$ cat config.mk
export PLATFORM = sky130hd
export DESIGN_NAME = cfg_logic_cell
export DESIGN_NICKNAME = d
export VERILOG_FILES = /design/src/rtl/clc_pkg.sv /design/src/rtl/clc_ctrl_reg.sv /design/src/rtl/clc_comb_fn.sv /design/src/rtl/clc_seq_fn.sv /design/src/rtl/clc_edge_irq.sv /design/src/rtl/cfg_logic_cell.sv
export SDC_FILE = /design/constraint.sdc
export NUM_CORES = 1
export LEC_CHECK = 0
export ABC_CLOCK_PERIOD_IN_PS = 3800
export BUFFER_PORTS_ARGS = -buffer_cell sky130_fd_sc_hd__clkbuf_2
export CORE_AREA = 5 5 55 57
export CTS_BUF_LIST = sky130_fd_sc_hd__clkbuf_4
export CTS_CLUSTER_DIAMETER = 120
export DETAILED_ROUTE_END_ITERATION = 6
export DIE_AREA = 0 0 60 62
export RECOVER_POWER = 25
export SLEW_MARGIN = 30
export SYNTH_ARGS = -nofsm -noshare
export SYNTH_HDL_FRONTEND = slang
export SYNTH_SLANG_ARGS = --single-unit
$ cat constraint.sdc
create_clock -name clk -period 3.8 [get_ports clk]
set_input_delay 0.19 -clock clk [delete_from_list [all_inputs] [get_ports clk]]
set_output_delay 0.19 -clock clk [all_outputs]
set_load 0.01 [all_outputs]
$ cat src/rtl/clc_pkg.sv
package clc_pkg;
  localparam int CTRL_W  = 8;
  localparam int MODE_W  = 3;
  localparam int N_GATE  = 4;
  localparam int EN_BIT  = 7;
  localparam int OE_BIT  = 6;
  localparam int OUT_BIT = 5;
  localparam int RIE_BIT = 4;
  localparam int FIE_BIT = 3;
  localparam logic [CTRL_W-1:0] WR_MASK = ~(CTRL_W'(1) << OUT_BIT);

  typedef enum logic [MODE_W-1:0] {
    M_AND_OR   = 3'd0,
    M_OR_XOR   = 3'd1,
    M_AND4     = 3'd2,
    M_SR       = 3'd3,
    M_DFF_SR   = 3'd4,
    M_DFF2_R   = 3'd5,
    M_JK_R     = 3'd6,
    M_LATCH_SR = 3'd7
  } cell_mode_e;

  function automatic logic mode_is_seq(cell_mode_e m);
    return (m == M_SR) || m[MODE_W-1];
  endfunction
endpackage

$ cat src/rtl/clc_ctrl_reg.sv
module clc_ctrl_reg
  import clc_pkg::*;
(
  input  logic              clk,
  input  logic              rst_n,
  input  logic              wr,
  input  logic [CTRL_W-1:0] wdata,
  input  logic              live_out,
  output logic [CTRL_W-1:0] rdata,
  output logic              en,
  output logic              oe,
  output logic              rise_arm,
  output logic              fall_arm,
  output cell_mode_e        mode
);
  logic [CTRL_W-1:0] ctrl_q;

  always_ff @(posedge clk or negedge rst_n) begin
    if (!rst_n)  ctrl_q <= '0;
    else if (wr) ctrl_q <= wdata & WR_MASK;
  end

  assign rdata    = ctrl_q | (CTRL_W'(live_out) << OUT_BIT);
  assign en       = ctrl_q[EN_BIT];
  assign oe       = ctrl_q[OE_BIT];
  assign rise_arm = ctrl_q[RIE_BIT];
  assign fall_arm = ctrl_q[FIE_BIT];
  assign mode     = cell_mode_e'(ctrl_q[MODE_W-1:0]);


  wr_load_chk: assert property (@(posedge clk) disable iff (!rst_n)
    wr |=> (ctrl_q == ($past(wdata) & WR_MASK)));

  hold_chk: assert property (@(posedge clk) disable iff (!rst_n)
    !wr |=> $stable(ctrl_q));
endmodule

$ cat src/rtl/clc_comb_fn.sv
module clc_comb_fn
  import clc_pkg::*;
(
  input  cell_mode_e        mode,
  input  logic [N_GATE-1:0] g,
  output logic              res
);
  always_comb begin
    case (mode)
      M_AND_OR: res = (g[0] & g[1]) | (g[2] & g[3]);
      M_OR_XOR: res = (g[0] | g[1]) ^ (g[2] | g[3]);
      M_AND4:   res = &g;
      default:  res = 1'b0;
    endcase
  end
endmodule

$ cat src/rtl/clc_seq_fn.sv
module clc_seq_fn
  import clc_pkg::*;
(
  input  logic              clk,
  input  logic              rst_n,
  input  logic              en,
  input  cell_mode_e        mode,
  input  logic [N_GATE-1:0] g,
  output logic              q
);
  logic g1_q;
  logic g1_rise;
  logic q_nxt;

  assign g1_rise = g[0] & ~g1_q;

  always_comb begin
    q_nxt = q;
    if (!en) begin
      q_nxt = 1'b0;
    end else begin
      case (mode)
        M_SR: begin
          if (g[2] | g[3])      q_nxt = 1'b0;
          else if (g[0] | g[1]) q_nxt = 1'b1;
        end
        M_DFF_SR: begin
          if (g[3])         q_nxt = 1'b0;
          else if (g[2])    q_nxt = 1'b1;
          else if (g1_rise) q_nxt = g[1];
        end
        M_DFF2_R: begin
          if (g[2])         q_nxt = 1'b0;
          else if (g1_rise) q_nxt = g[1] ^ g[3];
        end
        M_JK_R: begin
          if (g[2]) q_nxt = 1'b0;
          else if (g1_rise) begin
            case ({g[1], g[3]})
              2'b10:   q_nxt = 1'b1;
              2'b01:   q_nxt = 1'b0;
              2'b11:   q_nxt = ~q;
              default: q_nxt = q;
            endcase
          end
        end
        M_LATCH_SR: begin
          if (g[3])      q_nxt = 1'b0;
          else if (g[2]) q_nxt = 1'b1;
          else if (g[0]) q_nxt = g[1];
        end
        default: q_nxt = q;
      endcase
    end
  end

  always_ff @(posedge clk or negedge rst_n) begin
    if (!rst_n) begin
      g1_q <= 1'b0;
      q    <= 1'b0;
    end else begin
      g1_q <= g[0];
      q    <= q_nxt;
    end
  end


  disable_clear_chk: assert property (@(posedge clk) disable iff (!rst_n)
    !en |=> !q);

  sr_reset_wins_chk: assert property (@(posedge clk) disable iff (!rst_n)
    (en && mode == M_SR && (g[2] || g[3])) |=> !q);

  jk_toggle_chk: assert property (@(posedge clk) disable iff (!rst_n)
    (en && mode == M_JK_R && !g[2] && g[0] && !g1_q && g[1] && g[3]) |=> (q != $past(q)));

  dff_hold_chk: assert property (@(posedge clk) disable iff (!rst_n)
    (en && mode == M_DFF_SR && !g[2] && !g[3] && !(g[0] && !g1_q)) |=> $stable(q));
endmodule

$ cat src/rtl/clc_edge_irq.sv
module clc_edge_irq (
  input  logic clk,
  input  logic rst_n,
  input  logic level,
  input  logic rise_arm,
  input  logic fall_arm,
  input  logic clr,
  output logic flag
);
  logic prev_q;
  logic hit;

  assign hit = (rise_arm & level & ~prev_q) | (fall_arm & ~level & prev_q);

  always_ff @(posedge clk or negedge rst_n) begin
    if (!rst_n) begin
      prev_q <= 1'b0;
      flag   <= 1'b0;
    end else begin
      prev_q <= level;
      if (hit)      flag <= 1'b1;
      else if (clr) flag <= 1'b0;
    end
  end


  rise_set_chk: assert property (@(posedge clk) disable iff (!rst_n)
    (rise_arm && $rose(level)) |=> flag);

  sticky_chk: assert property (@(posedge clk) disable iff (!rst_n)
    (flag && !clr) |=> flag);

  clear_chk: assert property (@(posedge clk) disable iff (!rst_n)
    (clr && $stable(level)) |=> !flag);

  no_spurious_chk: assert property (@(posedge clk) disable iff (!rst_n)
    (!flag && level == prev_q) |=> !flag);
endmodule

$ cat src/rtl/cfg_logic_cell.sv
module cfg_logic_cell
  import clc_pkg::*;
(
  input  logic              clk,
  input  logic              rst_n,
  input  logic              reg_wr,
  input  logic [CTRL_W-1:0] reg_wdata,
  output logic [CTRL_W-1:0] reg_rdata,
  input  logic              irq_clr,
  input  logic              pol_inv,
  input  logic [N_GATE-1:0] gate_in,
  output logic              cell_out,
  output logic              pin_oe,
  output logic              irq_flag
);
  logic       en, rise_arm, fall_arm;
  cell_mode_e mode;
  logic       comb_res, seq_q, fn_res;

  clc_ctrl_reg u_ctrl (
    .clk      (clk),
    .rst_n    (rst_n),
    .wr       (reg_wr),
    .wdata    (reg_wdata),
    .live_out (cell_out),
    .rdata    (reg_rdata),
    .en       (en),
    .oe       (pin_oe),
    .rise_arm (rise_arm),
    .fall_arm (fall_arm),
    .mode     (mode)
  );

  clc_comb_fn u_comb (
    .mode (mode),
    .g    (gate_in),
    .res  (comb_res)
  );

  clc_seq_fn u_seq (
    .clk   (clk),
    .rst_n (rst_n),
    .en    (en),
    .mode  (mode),
    .g     (gate_in),
    .q     (seq_q)
  );

  assign fn_res   = mode_is_seq(mode) ? seq_q : comb_res;
  assign cell_out = en & (fn_res ^ pol_inv);

  clc_edge_irq u_irq (
    .clk      (clk),
    .rst_n    (rst_n),
    .level    (cell_out),
    .rise_arm (rise_arm),
    .fall_arm (fall_arm),
    .clr      (irq_clr),
    .flag     (irq_flag)
  );


  off_low_chk: assert property (@(posedge clk) disable iff (!rst_n)
    !en |-> !cell_out);

  and4_chk: assert property (@(posedge clk) disable iff (!rst_n)
    (en && !pol_inv && mode == M_AND4 && cell_out) |-> (&gate_in));

  readback_chk: assert property (@(posedge clk) disable iff (!rst_n)
    reg_rdata[OUT_BIT] == cell_out);

  oe_chk: assert property (@(posedge clk) disable iff (!rst_n)
    pin_oe == reg_rdata[OE_BIT]);
endmodule

# Yosys cells after proc, flatten, opt, wreduce, memory -nomap -nowiden
# Cells that the tools add are included.
dict set report op_classes {
  n_addsub 0
  n_mul 0
  div_mod_pow 0
  n_lt_le_gt_ge 0
  n_eq_ne 17
  shift 0
  mux 19
  n_bitwise 20
  n_reduce_logical 5
}
# cell count
set ops {}
lappend ops {{2-to-1 mux 1 bit} 16}
lappend ops {{equality test 3 bit (second input constant)} 4}
lappend ops {{AND 1 bit} 8}
lappend ops {{!= test 4 x 3 -> 1 bit (second input constant)} 2}
lappend ops {{bitwise OR 8 x 6 -> 8 bit} 1}
lappend ops {{AND reduction 7 bit} 1}
lappend ops {{equality test 3 x 2 -> 1 bit (second input constant)} 2}
lappend ops {{!= test 6 x 2 -> 1 bit (second input constant)} 1}
lappend ops {{!= test 6 x 3 -> 1 bit (second input constant)} 1}
lappend ops {{one-hot mux 1 bit (3 select lines)} 2}
lappend ops {{!= test 5 x 4 -> 1 bit (second input constant)} 1}
lappend ops {{!= test 5 bit (second input constant)} 1}
lappend ops {{one-hot mux 1 bit (5 select lines)} 1}
lappend ops {{equality test 2 bit (second input constant)} 2}
lappend ops {{!= test 4 x 2 -> 1 bit (second input constant)} 1}
lappend ops {{NOT 1 bit} 4}
lappend ops {{bitwise OR 1 bit} 4}
lappend ops {{AND reduction 4 bit} 1}
lappend ops {{equality test 3 x 1 -> 1 bit (second input constant)} 1}
lappend ops {{logical NOT 3 bit} 1}
lappend ops {{bitwise XOR 1 bit} 3}
lappend ops {{equality test 2 x 1 -> 1 bit (second input constant)} 1}
lappend ops {{nonzero test 2 bit} 1}
lappend ops {{logical OR 1 bit} 1}
dict set report word_totals {
  reg_bits 11
  latchBits 0
  ramBits 0
  rom_bits 0
  inputBits 17
  out_inout_bits 11
  elab_cells 66
  memories 0
}

# Depth between registers and ports, before layout
# Gate-level depths: netlist of run 1.
dict set report logic_depth {
  depth_word 11
  mapped_depth 7
  ltp_nobuf 7
}

# Cells and area by module
# Synthesis of run 1 repeated with hierarchy kept, for this count alone.
dict set report hier_totals {
  hier_cells 72
  area_unflattened_um2 788.3
}
# mod instances cells_per_inst area_per_inst_um2 seq_area_each_um2
set by_module_without_submodules {}
lappend by_module_without_submodules {clc_ctrl_reg 1 23 351.6 175.2}
lappend by_module_without_submodules {clc_seq_fn 1 27 247.7 50.0}
lappend by_module_without_submodules {clc_edge_irq 1 6 80.1 50.0}
lappend by_module_without_submodules {clc_comb_fn 1 9 55.1 0.0}
lappend by_module_without_submodules {cfg_logic_cell 1 7 53.8 0.0}

# Least setup slack after synthesis of run 1
# Ideal clock, no wire load.
dict set report synth_timing {
  kind {register -> output}
  start {register u_ctrl.ctrl_q[0]}
  end {output port reg_rdata[5]}
  arrival_ns 1.620
  required_time_ns 3.610
  path_slack_ns 1.990
  stages_incl_launch_ff 6
  path_buffers 1
  path_cell_list {dfrtp_1 > nand2b_1 > o311ai_0 > mux2i_1 > a311o_1 > buf_4}
}
dict set report synth_between {
  elab_chain_len 6
  word_cells_on_any_way 10
  classes_between {eq/ne: 3; mux: 2; bitwise: 3; reduce/logical: 2}
}
# item line
set synth_rtl {}
lappend synth_rtl {{start: declaration} clc_ctrl_reg.sv:16} ;# logic [CTRL_W-1:0] ctrl_q;
lappend synth_rtl {{start signal: assignment} clc_ctrl_reg.sv:20} ;# else if (wr) ctrl_q <= wdata & WR_MASK;
lappend synth_rtl {{equality test 3 x 2 -> 1 bit, or another cell as far along} clc_comb_fn.sv:9} ;# case (mode)
lappend synth_rtl {{one-hot mux 1 bit (3 select lines) or logical OR 1 bit (tied branches)} {clc_comb_fn.sv:9, clc_pkg.sv:24}}
lappend synth_rtl {{2-to-1 mux 1 bit *} cfg_logic_cell.sv:49} ;# assign fn_res = mode_is_seq(mode) ? seq_q : comb_res;
lappend synth_rtl {{bitwise XOR 1 bit *} cfg_logic_cell.sv:50} ;# assign cell_out = en & (fn_res ^ pol_inv);
lappend synth_rtl {{AND 1 bit *} cfg_logic_cell.sv:50}
lappend synth_rtl {{named net cell_out} cfg_logic_cell.sv:12} ;# output logic cell_out,
lappend synth_rtl {{bitwise OR 8 x 6 -> 8 bit *} clc_ctrl_reg.sv:23} ;# assign rdata = ctrl_q | (CTRL_W'(live_out) << OUT_BIT);
lappend synth_rtl {{end: declaration} cfg_logic_cell.sv:8} ;# output logic [CTRL_W-1:0] reg_rdata,
# The timed path passes the listed nets; every way through them passes the cells marked *.

# Worst setup path in the final report of run 1
dict set report layout_timing {
  start {register u_ctrl.ctrl_q[0]}
  end {output port reg_rdata[5]}
}
dict set report layout_between {
  elab_chain_len 6
  word_cells_on_any_way 10
  classes_between {eq/ne: 3; mux: 2; bitwise: 3; reduce/logical: 2}
}
# item line
set layout_rtl {}
lappend layout_rtl {{equality test 3 x 2 -> 1 bit, or another cell as far along} clc_comb_fn.sv:9}
lappend layout_rtl {{one-hot mux 1 bit (3 select lines) or logical OR 1 bit (tied branches)} {clc_comb_fn.sv:9, clc_pkg.sv:24}}
lappend layout_rtl {{2-to-1 mux 1 bit *} cfg_logic_cell.sv:49}
lappend layout_rtl {{bitwise XOR 1 bit *} cfg_logic_cell.sv:50}
lappend layout_rtl {{AND 1 bit *} cfg_logic_cell.sv:50}
lappend layout_rtl {{bitwise OR 8 x 6 -> 8 bit *} clc_ctrl_reg.sv:23}
# Mark *: on every way between the ends. The rest lies on a longest branch, timed or not.

==> results_dict.tcl, run 1 <==
set metrics [dict create \
    p_leak_nw 0.415 \
    synth_edf_count 0 \
    status "complete, no violations" \
    fin_crit_sh 0.559 \
    cts_tree "built" \
    met3_usage 0.0207 \
    netlist_area_um2 714 \
    peakVddDrop_v 0.000196 \
    fin_skew_ns 0.00417 \
    drv_cap 0 \
    finalWirelength_mm 1.59 \
    ys_seq_area_frac 0.385 \
    relSlewSlack 0.623 \
    clockRootBuffer "clkbuf_4" \
    htree_num_levels 1 \
    ys_types 28 \
    final.setup.tns_ns 0 \
    firstDrtPassIters 4 \
    nets 118 \
    area_delta_synth_final_pct 22.9 \
    tightestPinTransition_ns 0.565 \
    cts_made_buffers 3 \
    slowest_delay_ns 0.47 \
    busiest_layer "met2" \
    rsz0062_at_grt "false" \
    holdBufCountCts 1 \
    avgSynthCellArea_um2 10.1 \
    ys.flop_type "dfrtp_1" \
    ys_top_cells_by_count "11 x dfrtp_1, 8 x mux2_2, 5 x buf_4, 5 x nor2_1" \
    pin_count 28 \
    hold_viol_final 0 \
    worst-setup-path-type "reg -> out" \
    critPathRequiredTime_ns 3.61 \
    cts_buffer_depth 2 \
    dr_total_vias 623 \
    postLayoutCoreUtil 0.361 \
    grt_pass1_wl_mm 2.68 \
    crit_arrival_ns 1.94 \
    first_global_vias 642 \
    synthTopCellsByArea "dfrtp_1 39%, mux2_2 13%, ha_1 7.0%, buf_4 5.3%, mux2i_1 4.2%" \
    clkTransAtPathRegs_ns 0.06 \
    place_congestion 0.729 \
    hold_path.class "in -> reg" \
    yosys.area.top_type "dfrtp_1" \
    drt_iter0_drc 23 \
    yosys.cell_count.top_type "dfrtp_1" \
    grt_max_degree 12 \
    crit_slowest_cell "dfrtp_1" \
    die_area_um2 3720 \
    track_usage 0.0952 \
    initial_utilization 0.294 \
    r2r.worst_path.cells 5 \
    use_met1 0.125 \
    fin_crit_ns 2.13 \
    power_density_nw_per_um2 374 \
    drtAntennaViolNets 0 \
    cts_setup_buffers 0 \
    die_h_um 62 \
    path_max_fanout 9 \
    viasPerCell 4.94 \
    fmax_mhz 470 \
    antennaDiodeCount 0 \
    overflow 0 \
    setup_violations 0 \
    synthArstFlopShare 1.00 \
    syn_inst 71 \
    slew_viol_final 0 \
    clock_sinks 11 \
    core_um2 2430 \
    use_met2 0.148 \
    antenna_found_initial 0 \
    ys_ff_latch 11 \
    dp_hpwl_mm 1.25 \
    clk_latency_ns 0.26 \
    ys_warn_count 0 \
    port_buffers 26 \
    p_total_mw 0.328 \
    dp.cells 121 \
    yosys.area.top_type_share 0.385 \
    remaining_drc_errors 0 \
    synth_nets 92 \
    crit_chain "nand2b_1 > o311ai_0 > mux2i_1 > a311o_1 > clkbuf_2" \
    die_w_um 60 \
    rows 18 \
    hold_depth 1 \
    cts_resized 0 \
    wl_per_cell_um 12.6 \
    drive_gt1_frac 0.396 \
    stdcell_count 126 \
    startpoint_type "register" \
    critPathCaptureType "primary output" \
]
==> placed cells by master (no fill, tap or decap), types with 3 or more instances in the layout <==
master | Yosys | routed
a21oi_1 | 4 | 4
clkbuf_2 | 0 | 24
mux2_2 | 8 | 8
nor2_1 | 5 | 5
clkbuf_4 | 0 | 4
nand2_1 | 4 | 4
o21ai_0 | 3 | 3
ha_1 | 4 | 4
inv_1 | 4 | 4
mux2i_1 | 3 | 3
dfrtp_1 | 11 | 11
==> cell families (layout without fill, tap and decap cells) <==
family | count (synthesis) | in the layout | synth area share
buf+inv | 10 | 35 | 0.0788
compound gates | 18 | 18 | 0.182
fa+ha+maj | 4 | 4 | 0.0701
mux | 11 | 11 | 0.168
simple gates | 17 | 17 | 0.116
flops | 11 | 11 | 0.385
==> critical path, delay by kind of cell (launching register included) <==
kind / cells / cell delay (ns)
AOI/OAI and AO/OA: 2 / 0.69
buffers and inverters: 1 / 0.15
DFF: 1 / 0.47
muxes: 1 / 0.12
and+or+nand+nor: 1 / 0.23
==> through the flow <==
stage / cell area [um^2] / worst slack, ns / hold slack [ns]
after global placement: 841 / 1.79 / 0.0738
after detailed placement: 841 / 1.77 / 0.0804
after floorplan: 714 / 1.99 / -0.106
final: 878 / 1.67 / 0.149
after global routing: 878 / 1.45 / 0.153
after CTS: 881 / 1.64 / 0.101
==> power by group <==
| group | internal (mW) | total (mW) | switching (mW) | leakage [nW] |
|---|---|---|---|---|
| Sequential | 0.133 | 0.150 | 0.0170 | 0.132 |
| Clock | 0.0477 | 0.0849 | 0.0372 | 0.0184 |
| Combinational | 0.0468 | 0.0938 | 0.0470 | 0.265 |
==> layout make-up <==
type,instances,area [um^2]
Fill cell,265,1550
Multi-Input combinational cell,50,383
Sequential cell,11,275
Timing Repair Buffer,27,138
Tap cell,30,37.5
Clock buffer,4,30.0
Inverter,4,15.0
==> path summary, 6_finish.rpt <==
| kind | start | end | slack (ns) |
|---|---|---|---|
| max | u_ctrl.ctrl_q[0] | reg_rdata[5] | 1.67 |
| min | gate_in[0] | u_seq.g1_q | 0.15 |
| max reg2reg | u_ctrl.ctrl_q[0] | u_irq.flag | 2.02 |
| min reg2reg | u_ctrl.ctrl_q[6] | u_ctrl.ctrl_q[6] | 0.54 |
| max in group asynchronous | rst_n | u_ctrl.ctrl_q[1] | 3.01 |
| min in group asynchronous | rst_n | u_ctrl.ctrl_q[4] | 0.42 |
==> registers in the layout (all words and copies together) (netlist names) <==
register	flops
u_irq.prev_q	1
u_ctrl.ctrl_q	7
u_seq.g1_q	1
u_irq.flag	1
u_seq.q	1
==> metal layers <==
layer / part of all wire / wire, um / up-vias
li1: - / - / 306
met3: 0.089 / 142 / 0
met1: 0.43 / 683 / 288
met5: 0 / 0 / -
met4: 0 / 0 / 0
met2: 0.48 / 761 / 29
(Power assumes the default switching activity.)
==> run 2, diff against run 1 <==
--- a/config.mk
+++ b/config.mk
@@ -5,7 +5,7 @@
 export SDC_FILE = /design/constraint.sdc
 export NUM_CORES = 1
 export LEC_CHECK = 0
-export ABC_CLOCK_PERIOD_IN_PS = 3800
+export ABC_CLOCK_PERIOD_IN_PS = 1900
 export BUFFER_PORTS_ARGS = -buffer_cell sky130_fd_sc_hd__clkbuf_2
 export CORE_AREA = 5 5 55 57
 export CTS_BUF_LIST = sky130_fd_sc_hd__clkbuf_4
==> constraint.sdc (replaced) <==
create_clock -name clk -period 1.9 [get_ports clk]
set_input_delay 0.095 -clock clk [delete_from_list [all_inputs] [get_ports clk]]
set_output_delay 0.095 -clock clk [all_outputs]
set_load 0.01 [all_outputs]
==> run 2 against run 1 <==
  * Worst hold slack got worse by 0.099 ns
  * Wire length increased by 4.2%
  * Largest cell class unchanged
  * Critical path depth unchanged
  * Power up 110%
  * Core utilization increased by 3.0 points
  * Clock-buffer cell count shrank 1
  * Final area grew 8.4%
  * Register-to-register slack worse by 1.8 ns
  * Largest power group unchanged
  * Worst setup slack lost 1.6 ns
  * Critical path type unchanged
  * Via count up 3.7%
  * Final cell count increased by 5.6%
  * Sequential power up 96%
==> results_dict.tcl, run 2 (synthesis gave the netlist of run 1 again) <==
set metrics [dict create \
    startpoint_type "register" \
    layout_common_cells "23 x clkbuf_2, 10 x dfrtp_1, 8 x mux2_2" \
    power.switching_mw 0.213 \
    rsz0062_at_grt "false" \
    rows 18 \
    clock_power_share 0.227 \
    antennaDiodeCount 0 \
    drv_cap 0 \
    first_global_vias 647 \
    hold_depth 1 \
    drive_gt1_frac 0.476 \
    fmax_mhz 554 \
    intPower_mw 0.461 \
    fin_crit_ns 1.81 \
    pin_count 28 \
    die_w_um 60 \
    place_ws_ns 0.0312 \
    switching_share 0.316 \
    place_area_um2 863 \
    htree_num_levels 1 \
    area_delta_synth_final_pct 33.3 \
    antenna_found_initial 0 \
    hold_path.class "in -> reg" \
    clk_latency_ns 0.26 \
    fin_area_um2 952 \
    viasPerCell 4.86 \
    dr_total_vias 646 \
    core_um2 2430 \
    hold_viol_final 0 \
    wl_per_cell_um 12.4 \
    reg2reg_to "u_irq.flag" \
    crit_chain "o21a_1 > a211oi_2 > mux2i_1 > a311o_1 > buf_2" \
    p_leak_nw 0.452 \
    min_to "u_seq.g1_q" \
    r2r.worst_path.cells 6 \
    grt_pass1_wl_mm 2.72 \
    slew_viol_final 0 \
    finalWirelength_mm 1.65 \
    final.setup.tns_ns 0 \
    tightestPinTransition_ns 0.577 \
    clockRootBuffer "clkbuf_4" \
    fin_crit_sh 0.951 \
    setup_violations 0 \
    power_density_nw_per_um2 708 \
    layout_setup_ws_ns 0.0936 \
    cts_buffer_depth 2 \
    peakVddDrop_v 0.000447 \
    stdcell_count 133 \
    final_common_cell "clkbuf_2" \
    cts_tree "built" \
    firstDrtPassIters 4 \
    clkTransAtPathRegs_ns 0.07 \
    cts_made_buffers 3 \
    fin_skew_ns 0.00763 \
    port_buffers 26 \
    nets 125 \
    comb_power_share 0.337 \
    die_h_um 62 \
    critPathCaptureType "primary output" \
    place_congestion 0.773 \
    worst-setup-path-type "reg -> out" \
    clock_sinks 11 \
    rrSetupSlack_ns 0.23 \
    crit_slowest_cell "dfrtp_2" \
    path_max_fanout 6 \
    hp-start "gate_in[0]" \
    initial_utilization 0.294 \
    relSlewSlack 0.615 \
    overflow 0 \
    die_area_um2 3720 \
    dp_hpwl_mm 1.28 \
    remaining_drc_errors 0 \
    r2r-start "u_ctrl.ctrl_q[1]" \
    drtAntennaViolNets 0 \
    top_register "u_ctrl.ctrl_q" \
    critPathRequiredTime_ns 1.80 \
    crit_arrival_ns 1.71 \
    track_usage 0.0947 \
    drt_iter0_drc 26 \
    slowest_delay_ns 0.44 \
    largest_reg_flops 7 \
    grt_max_degree 12 \
    p_seq_frac 0.437 \
    dp.cells 124 \
    status "complete, no violations" \
]
-- run 2: power groups by stage --
stage               combinational, mW  clock, mW  sequential, mW
global route                    0.253      0.170           0.300
finish                          0.227      0.153           0.294
detailed placement              0.202          0           0.298
floorplan                       0.125          0           0.302
global placement                0.198          0           0.298
CTS                             0.211      0.162           0.296
-- run 2: per-layer routing --
layer | track usage | vias to the layer above | part of all wire
met5 | 0 | - | 0
met4 | 0.0380 | 0 | 0
met3 | 0.0227 | 0 | 0.091
met2 | 0.156 | 28 | 0.48
met1 | 0.120 | 300 | 0.43
li1 | - | 318 | -
-- run 2: per-stage QoR --
| step | utilization | total power, mW | hold slack, ns |
|---|---|---|---|
| after CTS | 0.374 | 0.668 | 0.00499 |
| after detailed placement | 0.355 | 0.500 | -0.0139 |
| final | 0.391 | 0.674 | 0.0500 |
| after global placement | 0.355 | 0.497 | -0.0223 |
| after global routing | 0.391 | 0.723 | 0.0457 |
| after floorplan | - | 0.427 | -0.201 |
-- run 2: cell type report --
class,count,area [um^2]
clock buffers,3,22.5
clock inverters,1,5.00
fillers,259,1480
inverters,4,15.0
multi-input cells,50,402
flip-flops and latches,11,277
well taps,30,37.5
repair buffers,34,194
-- run 2: timing repair --
item | in CTS | in global routing
hold buffers | 1 | 0
setup buffers | 1 | 3
resized for setup | 2 | 7
endpoints found under the setup margin | 2 | 2
endpoints found under the hold margin | 11 | 0
cloned | 0 | 0
pin swaps | 1 | 2
-- run 2: worst max-delay path by stage --
stage,to,slack (ns),from
3_3_place_gp,u_irq.flag,0.07,gate_in[2]
2_1_floorplan,u_irq.flag,0.18,u_ctrl.ctrl_q[0]
6_report,reg_rdata[5],0.09,u_ctrl.ctrl_q[1]
5_1_grt,reg_rdata[5],0.006,u_ctrl.ctrl_q[1]
4_1_cts,cell_out,0.04,u_ctrl.ctrl_q[1]
3_5_place_dp,u_irq.flag,0.03,gate_in[2]
-- run 2: worst max-delay path, delay by kind of cell, from the launching register on --
| kind | cells | cell delay, ns |
|---|---|---|
| mux | 1 | 0.11 |
| compound gates | 3 | 0.75 |
| buf+inv | 1 | 0.15 |
| flops | 1 | 0.44 |
==> run 3, diff against run 2 <==
--- a/config.mk
+++ b/config.mk
@@ -7,11 +7,14 @@
 export LEC_CHECK = 0
 export ABC_CLOCK_PERIOD_IN_PS = 1900
 export BUFFER_PORTS_ARGS = -buffer_cell sky130_fd_sc_hd__clkbuf_2
+export CELL_PAD_IN_SITES_DETAIL_PLACEMENT = 0
+export CELL_PAD_IN_SITES_GLOBAL_PLACEMENT = 1
 export CORE_AREA = 5 5 55 57
 export CTS_BUF_LIST = sky130_fd_sc_hd__clkbuf_4
 export CTS_CLUSTER_DIAMETER = 120
 export DETAILED_ROUTE_END_ITERATION = 6
 export DIE_AREA = 0 0 60 62
+export PLACE_DENSITY_LB_ADDON = 0.1
 export RECOVER_POWER = 25
 export SLEW_MARGIN = 30
 export SYNTH_ARGS = -nofsm -noshare
==> constraint.sdc (replaced) <==
create_clock -name clk -period 1.9 [get_ports clk]
set_input_delay 0.38 -clock clk [delete_from_list [all_inputs] [get_ports clk]]
set_output_delay 0.38 -clock clk [all_outputs]
set_load 0.01 [all_outputs]
==> run 3 against run 2 <==
  * The flow now finishes with violations (negative setup slack)
  * Via count rose by 4.6%
  * Worst setup slack got worse by 0.32 ns
  * Non-clock buffer count rose by 7
  * Critical path depth rose by 3
  * Power rose by 4.2%
  * Maximum frequency fell by 15%
  * Global-route usage rose by 0.18 points
  * Sequential share of layout area fell by 2.3 points
  * Sequential cell count did not move
  * Combinational power rose by 6%
  * Wire length rose by 1.1%
  * Final area rose by 8.5%
  * Critical endpoint is now cell_out
==> results_dict.tcl, run 3 (synthesis gave the netlist of run 1 again) <==
set metrics [dict create \
    die_h_um 62 \
    place_congestion 0.700 \
    core_um2 2430 \
    critPathLaunch "gate_in[2]" \
    status "finished with violations" \
    viasPerCell 4.83 \
    cts_buffer_depth 2 \
    final_common_cell "clkbuf_2" \
    reg2reg_to "u_irq.flag" \
    cts_tree "built" \
    firstDrtPassIters 4 \
    peakVddDrop_v 0.000426 \
    fin_crit_ns 2.13 \
    clk_latency_ns 0.26 \
    nets 132 \
    r2r-start "u_ctrl.ctrl_q[0]" \
    hold_depth 2 \
    overflow 0 \
    largest_reg_flops 7 \
    first_global_vias 689 \
    worst-setup-path-type "in -> out" \
    htree_num_levels 1 \
    antenna_found_initial 0 \
    track_usage 0.0965 \
    rows 18 \
    p_leak_nw 0.493 \
    die_w_um 60 \
    drtAntennaViolNets 0 \
    drive_gt1_frac 0.518 \
    clkTransAtPathRegs_ns 0.07 \
    crit_chain "buf_6 > nor2_4 > ha_4 > o21a_1 > a211oi_2 > mux2i_1 > a311o_1 > buf_2" \
    path_delay_family "compound AO/OA/AOI/OAI gates" \
    finalWirelength_mm 1.67 \
    layout_common_cells "22 x clkbuf_2, 13 x buf_4, 10 x dfrtp_1" \
    cp_num_buf_inv 2 \
    setup_violations 2 \
    fmax_mhz 470 \
    die_area_um2 3720 \
    violations "negative setup slack" \
    power_density_nw_per_um2 680 \
    rsz0062_at_grt "true" \
    slowest_delay_ns 0.32 \
    layout_setup_ws_ns -0.227 \
    hp-start "gate_in[0]" \
    dp_hpwl_mm 1.39 \
    hold_viol_final 0 \
    grt_max_degree 12 \
    area_delta_synth_final_pct 44.7 \
    r2r.worst_path.cells 8 \
    wl_per_cell_um 12.0 \
    pin_count 28 \
    p_total_mw 0.703 \
    grt_pass1_wl_mm 2.70 \
    fin_skew_ns 0.000856 \
    tightestPinTransition_ns 0.604 \
    drt_iter0_drc 8 \
    min_to "u_seq.g1_q" \
    startpoint_type "primary input" \
    clockRootBuffer "clkbuf_4" \
    slew_viol_final 0 \
    top_register "u_ctrl.ctrl_q" \
    postLayoutCoreUtil 0.425 \
    fin_crit_sh 1.12 \
    dr_total_vias 676 \
    cts_made_buffers 3 \
    initial_utilization 0.294 \
    crit_slowest_cell "a311o_1" \
    antennaDiodeCount 0 \
    path_max_fanout 3 \
    port_buffers 26 \
    hold_path.class "in -> reg" \
    critPathCaptureType "primary output" \
    clock_sinks 11 \
    drv_cap 0 \
    crit_arrival_ns 1.75 \
    critPathRequiredTime_ns 1.52 \
    remaining_drc_errors 0 \
    rrSetupSlack_ns 0.09 \
    relSlewSlack 0.598 \
]
-- run 3: worst reg2reg max path: cells and delay by family, from the launching register on --
kind	cells	cell delay, ns
multiplexers	2	0.22
AO/OA/AOI/OAI	3	0.63
buffers and inverters	3	0.41
flip-flops	1	0.45
-- run 3: power by group --
part / internal (mW) / switching, mW / total, mW
clock: 0.0953 / 0.0721 / 0.167
sequential: 0.266 / 0.0304 / 0.296
combinational: 0.131 / 0.109 / 0.240
total: 0.492 / 0.211 / 0.703
-- run 3: worst max path at each step --
stage                               to  slack (ns)  cells past startpoint
final                         cell_out       -0.23                      8
after global routing          cell_out       -0.30                      8
after CTS                 reg_rdata[5]       -0.26                      8
after detailed placement  reg_rdata[5]       -0.26                      8
after global placement        cell_out       -0.27                      8
after floorplan           reg_rdata[5]       -0.11                      7
-- run 3: cell type report --
class,instances,area (um^2)
fillers,274,1400
multi-input cells,50,410
flip-flops and latches,11,277
repair buffers,41,264
well taps,30,37.5
clock buffers,4,30.0
inverters,4,15.0
-- run 3: metrics by stage --
step / area, um^2 / worst slack [ns] / setup TNS [ns] / instances / hold WS, ns
5_1_grt: 1030 / -0.305 / -0.601 / 140 / 0.332
4_1_cts: 1010 / -0.256 / -0.511 / 138 / 0.338
3_3_place_gp: 933 / -0.274 / -0.697 / 132 / 0.271
6_report: 1030 / -0.227 / -0.442 / 140 / 0.348
2_1_floorplan: 724 / -0.114 / -0.114 / 71 / 0.0844
3_5_place_dp: 933 / -0.265 / -0.669 / 132 / 0.273
-- run 3: layer usage --
layer / global-route usage / vias to the layer above / wire length [um]
met5: 0 / - / 0
met4: 0.0380 / 0 / 0
met3: 0.0331 / 0 / 102
met2: 0.151 / 16 / 797
met1: 0.122 / 327 / 773
li1: - / 333 / -
-- run 3: what timing repair did --
action | CTS | global route
endpoints found under the hold margin | 11 | 0
hold buffers | 1 | 0
setup endpoints to repair | 2 | 2
gates resized for setup | 5 | 7
setup buffers | 1 | 2
